--- src/rtl/rfc_pkg.sv ---
package rfc_pkg;

    typedef enum logic [0:0] {
        SEQ_IDLE = 1'b0,
        SEQ_SCAN = 1'b1
    } seq_state_e;

endpackage

--- src/rtl/rfc_word_store.sv ---
module rfc_word_store #(
    parameter int DEPTH  = 64,
    parameter int DATA_W = 16,
    parameter int ADDR_W = 6
) (
    input  logic              clk,
    input  logic              rst_n,
    input  logic              we,
    input  logic [ADDR_W-1:0] waddr,
    input  logic [DATA_W-1:0] wdata,
    input  logic              re,
    input  logic [ADDR_W-1:0] raddr,
    output logic [DATA_W-1:0] rdata,
    output logic              rvalid
);

    localparam logic [ADDR_W:0] LIMIT = (ADDR_W+1)'(DEPTH);

    typedef struct packed {
        logic [DEPTH-1:0][DATA_W-1:0] mem;
        logic [DATA_W-1:0]            rdata;
        logic                         rvalid;
    } store_t;

    store_t st_d, st_q;
    logic   w_in_range;
    logic   r_in_range;

    assign w_in_range = ({1'b0, waddr} < LIMIT);
    assign r_in_range = ({1'b0, raddr} < LIMIT);

    always_comb begin
        st_d        = st_q;
        st_d.rvalid = re;
        if (re) begin
            if (r_in_range) begin
                st_d.rdata = st_q.mem[raddr];
            end else begin
                st_d.rdata = '0;
            end
        end
        if (we && w_in_range) begin
            st_d.mem[waddr] = wdata;
        end
    end

    always_ff @(posedge clk or negedge rst_n) begin
        if (!rst_n) begin
            st_q <= '0;
        end else begin
            st_q <= st_d;
        end
    end

    assign rdata  = st_q.rdata;
    assign rvalid = st_q.rvalid;

endmodule

--- src/rtl/rfc_region_map.sv ---
module rfc_region_map #(
    parameter int NREG  = 8,
    parameter int REG_W = 3
) (
    input  logic             clk,
    input  logic             rst_n,
    input  logic             set_en,
    input  logic [REG_W-1:0] set_idx,
    input  logic             clr_en,
    input  logic [REG_W-1:0] clr_idx,
    output logic [NREG-1:0]  marks
);

    typedef struct packed {
        logic [NREG-1:0] bits;
    } map_t;

    map_t map_d, map_q;

    always_comb begin
        map_d = map_q;
        for (int i = 0; i < NREG; i++) begin
            if (set_en && (set_idx == REG_W'(i))) begin
                map_d.bits[i] = 1'b1;
            end
            if (clr_en && (clr_idx == REG_W'(i))) begin
                map_d.bits[i] = 1'b0;
            end
        end
    end

    always_ff @(posedge clk or negedge rst_n) begin
        if (!rst_n) begin
            map_q <= '0;
        end else begin
            map_q <= map_d;
        end
    end

    assign marks = map_q.bits;

endmodule

--- src/rtl/rfc_clear_seq.sv ---
module rfc_clear_seq
    import rfc_pkg::*;
#(
    parameter int DEPTH  = 64,
    parameter int NREG   = 8,
    parameter int REG_W  = 3,
    parameter int OFF_W  = 3,
    parameter int ADDR_W = 6
) (
    input  logic              clk,
    input  logic              rst_n,
    input  logic              start,
    input  logic [NREG-1:0]   marks,
    output logic              busy,
    output logic              done,
    output logic              zero_en,
    output logic [ADDR_W-1:0] zero_addr,
    output logic              mark_clr_en,
    output logic [REG_W-1:0]  mark_clr_idx
);

    localparam logic [ADDR_W-1:0] LAST_ADDR = ADDR_W'(DEPTH - 1);
    localparam logic [REG_W-1:0]  LAST_REG  = REG_W'(NREG - 1);
    localparam logic [OFF_W-1:0]  LAST_OFF  = '1;

    typedef struct packed {
        seq_state_e       state;
        logic [REG_W-1:0] reg_idx;
        logic [OFF_W-1:0] off;
        logic             done;
    } seq_t;

    seq_t sq_d, sq_q;

    logic scanning;
    logic cur_marked;
    logic last_word;
    logic region_end;

    always_comb begin
        scanning   = (sq_q.state == SEQ_SCAN);
        cur_marked = marks[sq_q.reg_idx];
        zero_addr  = {sq_q.reg_idx, sq_q.off};
        last_word  = (sq_q.off == LAST_OFF) || (zero_addr == LAST_ADDR);
        region_end = scanning && (!cur_marked || last_word);

        zero_en      = scanning && cur_marked;
        mark_clr_en  = scanning && cur_marked && last_word;
        mark_clr_idx = sq_q.reg_idx;

        sq_d      = sq_q;
        sq_d.done = 1'b0;
        unique case (sq_q.state)
            SEQ_IDLE: begin
                if (start) begin
                    sq_d.state   = SEQ_SCAN;
                    sq_d.reg_idx = '0;
                    sq_d.off     = '0;
                end
            end
            SEQ_SCAN: begin
                if (region_end) begin
                    sq_d.off = '0;
                    if (sq_q.reg_idx == LAST_REG) begin
                        sq_d.state = SEQ_IDLE;
                        sq_d.done  = 1'b1;
                    end else begin
                        sq_d.reg_idx = sq_q.reg_idx + 1'b1;
                    end
                end else begin
                    sq_d.off = sq_q.off + 1'b1;
                end
            end
            default: sq_d.state = SEQ_IDLE;
        endcase
    end

    always_ff @(posedge clk or negedge rst_n) begin
        if (!rst_n) begin
            sq_q <= '{state: SEQ_IDLE, reg_idx: '0, off: '0, done: 1'b0};
        end else begin
            sq_q <= sq_d;
        end
    end

    assign busy = (sq_q.state == SEQ_SCAN);
    assign done = sq_q.done;

endmodule

--- src/rtl/regclr_buf.sv ---
module regclr_buf #(
    parameter int DEPTH        = 64,
    parameter int DATA_W       = 16,
    parameter int REGION_WORDS = 8,
    parameter int NREG         = (DEPTH + REGION_WORDS - 1) / REGION_WORDS,
    parameter int OFF_W        = $clog2(REGION_WORDS),
    parameter int REG_W        = $clog2(NREG),
    parameter int ADDR_W       = REG_W + OFF_W
) (
    input  logic              clk,
    input  logic              rst_n,
    input  logic              wr_en,
    input  logic [ADDR_W-1:0] wr_addr,
    input  logic [DATA_W-1:0] wr_data,
    input  logic              rd_en,
    input  logic [ADDR_W-1:0] rd_addr,
    output logic [DATA_W-1:0] rd_data,
    output logic              rd_valid,
    input  logic              clear_req,
    output logic              busy,
    output logic              clear_done
);

    localparam logic [ADDR_W:0] LIMIT = (ADDR_W+1)'(DEPTH);

    logic              start;
    logic              user_we;
    logic              user_re;
    logic              mark_set;
    logic [NREG-1:0]   marks;
    logic              zero_en;
    logic [ADDR_W-1:0] zero_addr;
    logic              mark_clr_en;
    logic [REG_W-1:0]  mark_clr_idx;
    logic              store_we;
    logic [ADDR_W-1:0] store_waddr;
    logic [DATA_W-1:0] store_wdata;

    always_comb begin
        start    = clear_req && !busy;
        user_we  = wr_en && !busy;
        user_re  = rd_en && !busy;
        mark_set = user_we && (wr_data != '0) && ({1'b0, wr_addr} < LIMIT);

        store_we = user_we || zero_en;
        if (zero_en) begin
            store_waddr = zero_addr;
            store_wdata = '0;
        end else begin
            store_waddr = wr_addr;
            store_wdata = wr_data;
        end
    end

    rfc_word_store #(
        .DEPTH  (DEPTH),
        .DATA_W (DATA_W),
        .ADDR_W (ADDR_W)
    ) u_store (
        .clk    (clk),
        .rst_n  (rst_n),
        .we     (store_we),
        .waddr  (store_waddr),
        .wdata  (store_wdata),
        .re     (user_re),
        .raddr  (rd_addr),
        .rdata  (rd_data),
        .rvalid (rd_valid)
    );

    rfc_region_map #(
        .NREG  (NREG),
        .REG_W (REG_W)
    ) u_map (
        .clk     (clk),
        .rst_n   (rst_n),
        .set_en  (mark_set),
        .set_idx (wr_addr[ADDR_W-1:OFF_W]),
        .clr_en  (mark_clr_en),
        .clr_idx (mark_clr_idx),
        .marks   (marks)
    );

    rfc_clear_seq #(
        .DEPTH  (DEPTH),
        .NREG   (NREG),
        .REG_W  (REG_W),
        .OFF_W  (OFF_W),
        .ADDR_W (ADDR_W)
    ) u_seq (
        .clk          (clk),
        .rst_n        (rst_n),
        .start        (start),
        .marks        (marks),
        .busy         (busy),
        .done         (clear_done),
        .zero_en      (zero_en),
        .zero_addr    (zero_addr),
        .mark_clr_en  (mark_clr_en),
        .mark_clr_idx (mark_clr_idx)
    );

endmodule

--- config.mk ---
export PLATFORM = sky130hd
export DESIGN_NAME = regclr_buf
export DESIGN_NICKNAME = d
export VERILOG_FILES = /design/src/rtl/rfc_pkg.sv /design/src/rtl/rfc_word_store.sv /design/src/rtl/rfc_region_map.sv /design/src/rtl/rfc_clear_seq.sv /design/src/rtl/regclr_buf.sv
export SDC_FILE = /design/constraint.sdc
export NUM_CORES = 1
export LEC_CHECK = 0
export ABC_CLOCK_PERIOD_IN_PS = 3200
export BUFFER_PORTS_ARGS = -buffer_cell sky130_fd_sc_hd__buf_2
export CORE_ASPECT_RATIO = 0.75
export CORE_UTILIZATION = 64
export DETAILED_ROUTE_END_ITERATION = 8
export GPL_TIMING_DRIVEN = 0
export PLACE_DENSITY = 0.82
export SYNTH_ARGS = -nofsm -noshare
export SYNTH_HDL_FRONTEND = slang
export SYNTH_SLANG_ARGS = --single-unit
export TNS_END_PERCENT = 1
--- constraint.sdc ---
create_clock -name clk -period 3.2 [get_ports clk]
set_input_delay 0.16 -clock clk [delete_from_list [all_inputs] [get_ports clk]]
set_output_delay 0.16 -clock clk [all_outputs]
set_load 0.05 [all_outputs]
Word-level counts from Yosys, hierarchy flattened --
Index checks and enable logic that the tools add are counted.
Word-level totals: output and inout bits 19, bits of input ports 33, bits in latches 0, register bits 1057, ROM bits 0, memory bits (writable) 0, memories 0, word-level logic and storage cells 179
Cells by class: eq/ne operators 19, reductions and logical operators 41, div/mod/pow operators 0, shifts and indexed selects 0, $mul 0, bitwise operators 1, multiplexer cells 34, add/sub/neg operators 2, magnitude comparators 4
Operators by type and width (count):
- 1024-bit bitwise mux | 1
- 16-bit binary-select mux with 6-bit select | 1
- 16-bit demux with 6-bit select | 1
- 16-bit 2-to-1 mux | 3
- 3-bit equality test, second input constant | 9
- 1-bit logical AND | 24
- 1-bit 2-to-1 mux | 21
- 16-bit nonzero test | 1
- 2-bit nonzero test | 8
- 6-bit by 7-bit < comparator with 1-bit output, second input constant | 2
- 7-bit case mux with 2 select lines | 1
- 3-bit by 2-bit equality test with 1-bit output, second input constant | 4
- 7-bit 2-to-1 mux | 1
- 3-bit by 1-bit adder with 3-bit output, second input constant | 2
- 3-bit by 1-bit equality test with 1-bit output, second input constant | 2
- 6-bit equality test, second input constant | 1
- 6-bit by 1-bit >= comparator with 1-bit output, second input constant | 1
- 3-bit zero test | 2
- 3-bit 2-to-1 mux | 2
- 6-bit 2-to-1 mux | 1
- 2-bit != test, second input constant | 3
- 3-bit by 4-bit < comparator with 1-bit output, second input constant | 1
- 4-bit 2-to-1 mux | 1
- 1-bit binary-select mux with 3-bit select | 1
- 4 further kinds | 7

Logic depth before layout (Yosys ltp) --
depth in word-level cells 9, depth in mapped cells 11, depth with buffers taken out 6

Cells and area by module --
Synthesis repeated with hierarchy kept, for this count alone.
Unflattened totals: cell total of the unflattened synthesis 3249, area total of the unflattened synthesis 48990.7 um^2
By module, submodules not included:
- rfc_word_store | seq. area each 26050.0 um^2, area each 47749.5 um^2, cells an instance 3125, instances 1
- rfc_clear_seq | seq. area each 200.2 um^2, area each 604.3 um^2, cells an instance 63, instances 1
- rfc_region_map | seq. area each 200.2 um^2, area each 387.9 um^2, cells an instance 28, instances 1
- regclr_buf | seq. area each 0.0 um^2, area each 249.0 um^2, cells an instance 33, instances 1

Worst setup path after synthesis --
No wires, ideal clock.
path type flip-flop to flip-flop, start point reg u_seq.sq_q, in the netlist u_seq.busy, end point reg u_store.st_q[854] in the netlist's numbering, period minus slack after synthesis 2.752 ns, setup time 0.125 ns, stages on the path, launching flop included 8, path slack 0.448 ns, data arrival time 2.627 ns, buffers on the path 3, data required time 3.075 ns, cells stage by stage dfrtp_1 > buf_2 > or4b_1 > clkbuf_1 > or2_2 > o22ai_2 > buf_4 > mux2_2
On the way: longest elaborated chain between the ends 7, elaborated cells between the ends (all ways) 12, those cells by class 2 x order compare; 5 x mux; 5 x reduce/logical
Ends and longest elaborated chain:
- start: declaration | line rfc_clear_seq.sv:33 | seq_t sq_d, sq_q;
- start signal: assignment | line rfc_clear_seq.sv:80 | sq_q <= '{state: SEQ_IDLE, reg_idx: '0, off: '0, done: 1'b0};
- start signal: assignment | line rfc_clear_seq.sv:82 | sq_q <= sq_d;
- 1-bit logical AND | line rfc_clear_seq.sv:47 | zero_en = scanning && cur_marked;
- 6-bit 2-to-1 mux | line regclr_buf.sv:46 | if (zero_en) begin
- 6-bit by 7-bit < comparator with 1-bit output (implied by the code) / 6-bit by 1-bit >= comparator with 1-bit output (equally long branches) | line rfc_word_store.sv:43 | st_d.mem[waddr] = wdata;
- 1-bit logical AND (implied by the code) | line rfc_word_store.sv:43
- 16-bit 2-to-1 mux (implied by the code) | line rfc_word_store.sv:43
- 16-bit demux with 6-bit select
- 1024-bit bitwise mux | line rfc_word_store.sv:43
- end signal: assignment | line rfc_word_store.sv:51 | st_q <= st_d;
- end: declaration | line rfc_word_store.sv:25 | store_t st_d, st_q;
Several ways; a longest one is shown, not always the timed one. A chain may end at the register's enable or synchronous reset.

Final worst setup path --
start point in rd_addr[2], end point reg u_store.st_q, in the netlist u_store.rdata[1]
On the way: longest elaborated chain between the ends 2
Ends and longest elaborated chain:
- start: declaration | line regclr_buf.sv:16 | input logic [ADDR_W-1:0] rd_addr,
- 16-bit binary-select mux with 6-bit select | line rfc_word_store.sv:37 | st_d.rdata = st_q.mem[raddr];
- 16-bit 2-to-1 mux (implied by the code) | line rfc_word_store.sv:37
No other way between the ends. The select of a mux whose other input is x is not followed.

==> metrics <==
outcome=finished with violations; failing checks=negative setup slack; Setup Viol. Count Final=48; GRT Util Overall=41.24%; fin crit share=103.1%; Layout Skew=0.03730 ns; number of synthesized flops with an enable pin=0; I/O pin count=52; CP Class=in2reg; vias in the first global route=34110; CP Launch Type=primary input; Reg area=26450 µm²; final-layout fill cell count=4737; CTS tree=yes; worst-path cell chain=buf_2, buf_2, buf_2, clkbuf_1, mux4_2, a22oi_1, nand4_1, a221o_1; Final #Nets=3611; crit path time final=3.300 ns; die area=78140 µm²; postcts setup bufs=0; crit-path leading delay family=buffers and inverters; post-place setup slack=-1.200 ns; largest net degree at the start of global routing=134; Initial Util=65.15%; Syn Area/Cell=14.46 µm²; Post-DP HPWL=117.4 mm; Iter 0 DRT Violations=4184; Synth Register Bits=1057; Buffers on Ports=47; leakage=25.66 nW; layout cells sized above 1=41.13%; DR vias=33280; Setup WS post-layout=-0.09997 ns; net count after synthesis=3450; CP max stage delay=1.00 ns; final hold violation count=0; final core utilization=72.81%; first-pass GRT wire length=231.6 mm; post-synthesis cell count=3409; placer congestion estimate=1.014; antenna violations before repair=5; worst path bufs/invs=4; Worst Path Arrival=3.87 ns; worst-path fanout max=10; Worst-Margin Slew=1.300 ns; Worst-path clk slew=0.07 ns; DR WL/cell=33.74 µm; VDD IR max=0.0007518 V; CTS H-Tree Depth=3; Max clock buf depth=3; Slowest-stage cell, CP=clkbuf_1; row count=87; cell mode on critical path=buf_2; clock latency on the worst-skew pair=0.71 ns; worst hold path type=in2async; DR pass1 iterations=7; final WL=157.9 mm; Required @ worst endpoint=3.77 ns; fin. max-slew vios=0; Worst slew margin=13.36%; drc violations=0; Power Dens Cells=741.0 nW/µm²; number of CTS-inserted buffers=100; Netlist Area Pre-Place=49290 µm²; RSZ-0062 raised after global routing=true; vias per std cell=7.113; Post-synth ARST share=100.0%; layout overhead on the synthesized area=11.75%; CTS Sinks=1057; prevailing post-synth register cell=dfrtp_1; fmax=303.0 MHz; DIE HEIGHT=242.3 µm; gr ovfl total=0; Die W=322.5 µm; CTS root buffer=clkbuf_16; CP endpoint kind=flop; MaxCap Viol Count=0; Yosys warning total=0; sequential area share after synthesis=53.66%; core area=75650 µm²; Cell variety after synth=74; ANT nets after route=0; multi-input logic area=21520 µm²
stage by stage:
step	TNS [ns]	power [mW]	area [µm²]	hold WS (ns)	cells
finish	-2.198	40.81	55080	0.01648	4679
global route	-6.176	41.84	55070	0.08591	4675
global placement	-	26.82	50810	0.4460	4479
detailed placement	-217.08	27.42	51070	0.1782	4488
CTS	-0.4633	40.18	54890	0.03664	4675
floorplan	0	23.14	49290	-0.1356	3409
path summary, 6_finish.rpt:
check,cells past startpoint,end,from,slack [ns]
setup reg to reg,8,u_store.st_q[683]$_DFFE_PN0P_,u_seq.mark_clr_idx[0]$_DFFE_PN0P_,-0.08
max in group asynchronous,5,u_store.st_q[888]$_DFFE_PN0P_,rst_n,0.99
hold / removal,2,u_seq.zero_addr[2]$_DFFE_PN0P_,rst_n,0.02
hold reg to reg,2,u_store.st_q[707]$_DFFE_PN0P_,u_store.st_q[707]$_DFFE_PN0P_,0.49
setup / recovery,8,u_store.rdata[1]$_DFFE_PN0P_,rd_addr[2],-0.1
min in group clk,4,u_map.marks[3]$_DFFE_PN0P_,wr_addr[4],0.08
cells in the mapped netlist, drive strengths merged, types with 3 or more instances:
cell type | instances | share of area [%]
a21oi | 30 | 0.40
nor3b | 4 | 0.061
and2 | 23 | 0.30
nand3 | 42 | 0.48
dfrtp | 1057 | 54
a211oi | 30 | 0.46
and3 | 5 | 0.063
a221oi | 5 | 0.16
mux2i | 211 | 4.3
or2 | 4 | 0.051
nor4 | 5 | 0.063
a2bb2oi | 3 | 0.091
inv | 7 | 0.053
nand2b | 8 | 0.10
nand4 | 18 | 0.23
a21boi | 3 | 0.046
nand2 | 126 | 0.96
o32ai | 3 | 0.099
a221o | 16 | 0.32
nor2b | 28 | 0.36
or3b | 3 | 0.053
or3 | 18 | 0.23
buf | 158 | 1.9
clkbuf | 177 | 1.3
ha | 8 | 0.20
a31oi | 10 | 0.14
o22ai | 58 | 1.2
o21ai | 41 | 0.42
a22o | 131 | 2.3
mux2 | 819 | 19
nor2 | 32 | 0.24
a22oi | 98 | 1.5
mux4 | 192 | 8.8
nor3 | 10 | 0.12
cell families (layout without fill, tap and decap cells):
family                     after synthesis  after routing  share of synthesized area (%)
buffers and inverters                  342            585                          3.325
DFF                                   1057           1057                          53.66
other                                    0              4                              0
muxes                                 1222           1222                          31.84
and+or+nand+nor                        335            335                          3.483
AOI/OAI and AO/OA                      445            445                          7.483
adders and majority gates                8              8                         0.2031
flip-flops by register name (all words and copies together) (netlist names):
| register | cells |
|---|---|
| u_map.marks | 8 |
| u_store.rvalid | 1 |
| u_seq.done | 1 |
| u_store.rdata | 16 |
| u_seq.busy | 1 |
| u_seq.zero_addr | 3 |
| u_store.st_q | 1024 |
| u_seq.mark_clr_idx | 3 |
final cells by class:
cell class | count | area share, %
multi-input combinational | 2010 | 39.06
clock inverter | 38 | 0.9972
timing repair buffer | 59 | 0.9495
buffer | 335 | 3.210
sequential | 1057 | 48.02
tap | 1023 | 2.324
antenna | 4 | 0.01817
clock buffer | 146 | 5.370
inverter | 7 | 0.04770
cells in the final DEF, fill, tap and decap left out, types with 33 or more instances in the layout:
cell type / instances
a22o_1: 130
a22oi_1: 94
buf_2: 120
buf_4: 35
clkbuf_1: 152
clkbuf_16: 102
clkbuf_2: 40
dfrtp_1: 1056
mux2_2: 805
mux2i_1: 209
mux4_2: 192
nand2_1: 119
nand3_1: 39
o21ai_0: 38
o22ai_1: 33
metal layers:
metal	track usage [%]	vias up	wire (µm)
li1	-	13090	-
met1	58.01	17580	63390
met2	57.65	2193	66950
met3	16.16	410	20670
met4	16.46	4	6859
met5	0	-	20
where the power goes:
group | switching (mW) | internal (mW) | total, mW
Clock | 5.40 | 7.33 | 12.7
Combinational | 6.97 | 4.02 | 11.0
Sequential | 1.41 | 15.7 | 17.1
Total | 13.8 | 27.0 | 40.8
worst register-to-register path, delay by kind of cell, from the launching register on:
kind                   cells  cell delay [ns]
AO/OA/AOI/OAI              2             0.56
multiplexers               1             0.39
flip-flops                 1             0.39
buffers and inverters      3             1.25
AND/OR/NAND/NOR            2             0.54
what timing repair did:
item	in CTS	in global routing
gates resized for setup	89	72
hold buffers	3	0
gates cloned	0	0
hold endpoints to repair	93	0
pin swaps	1	3
endpoints found under the setup margin	753	528
(Power assumes the default switching activity.)
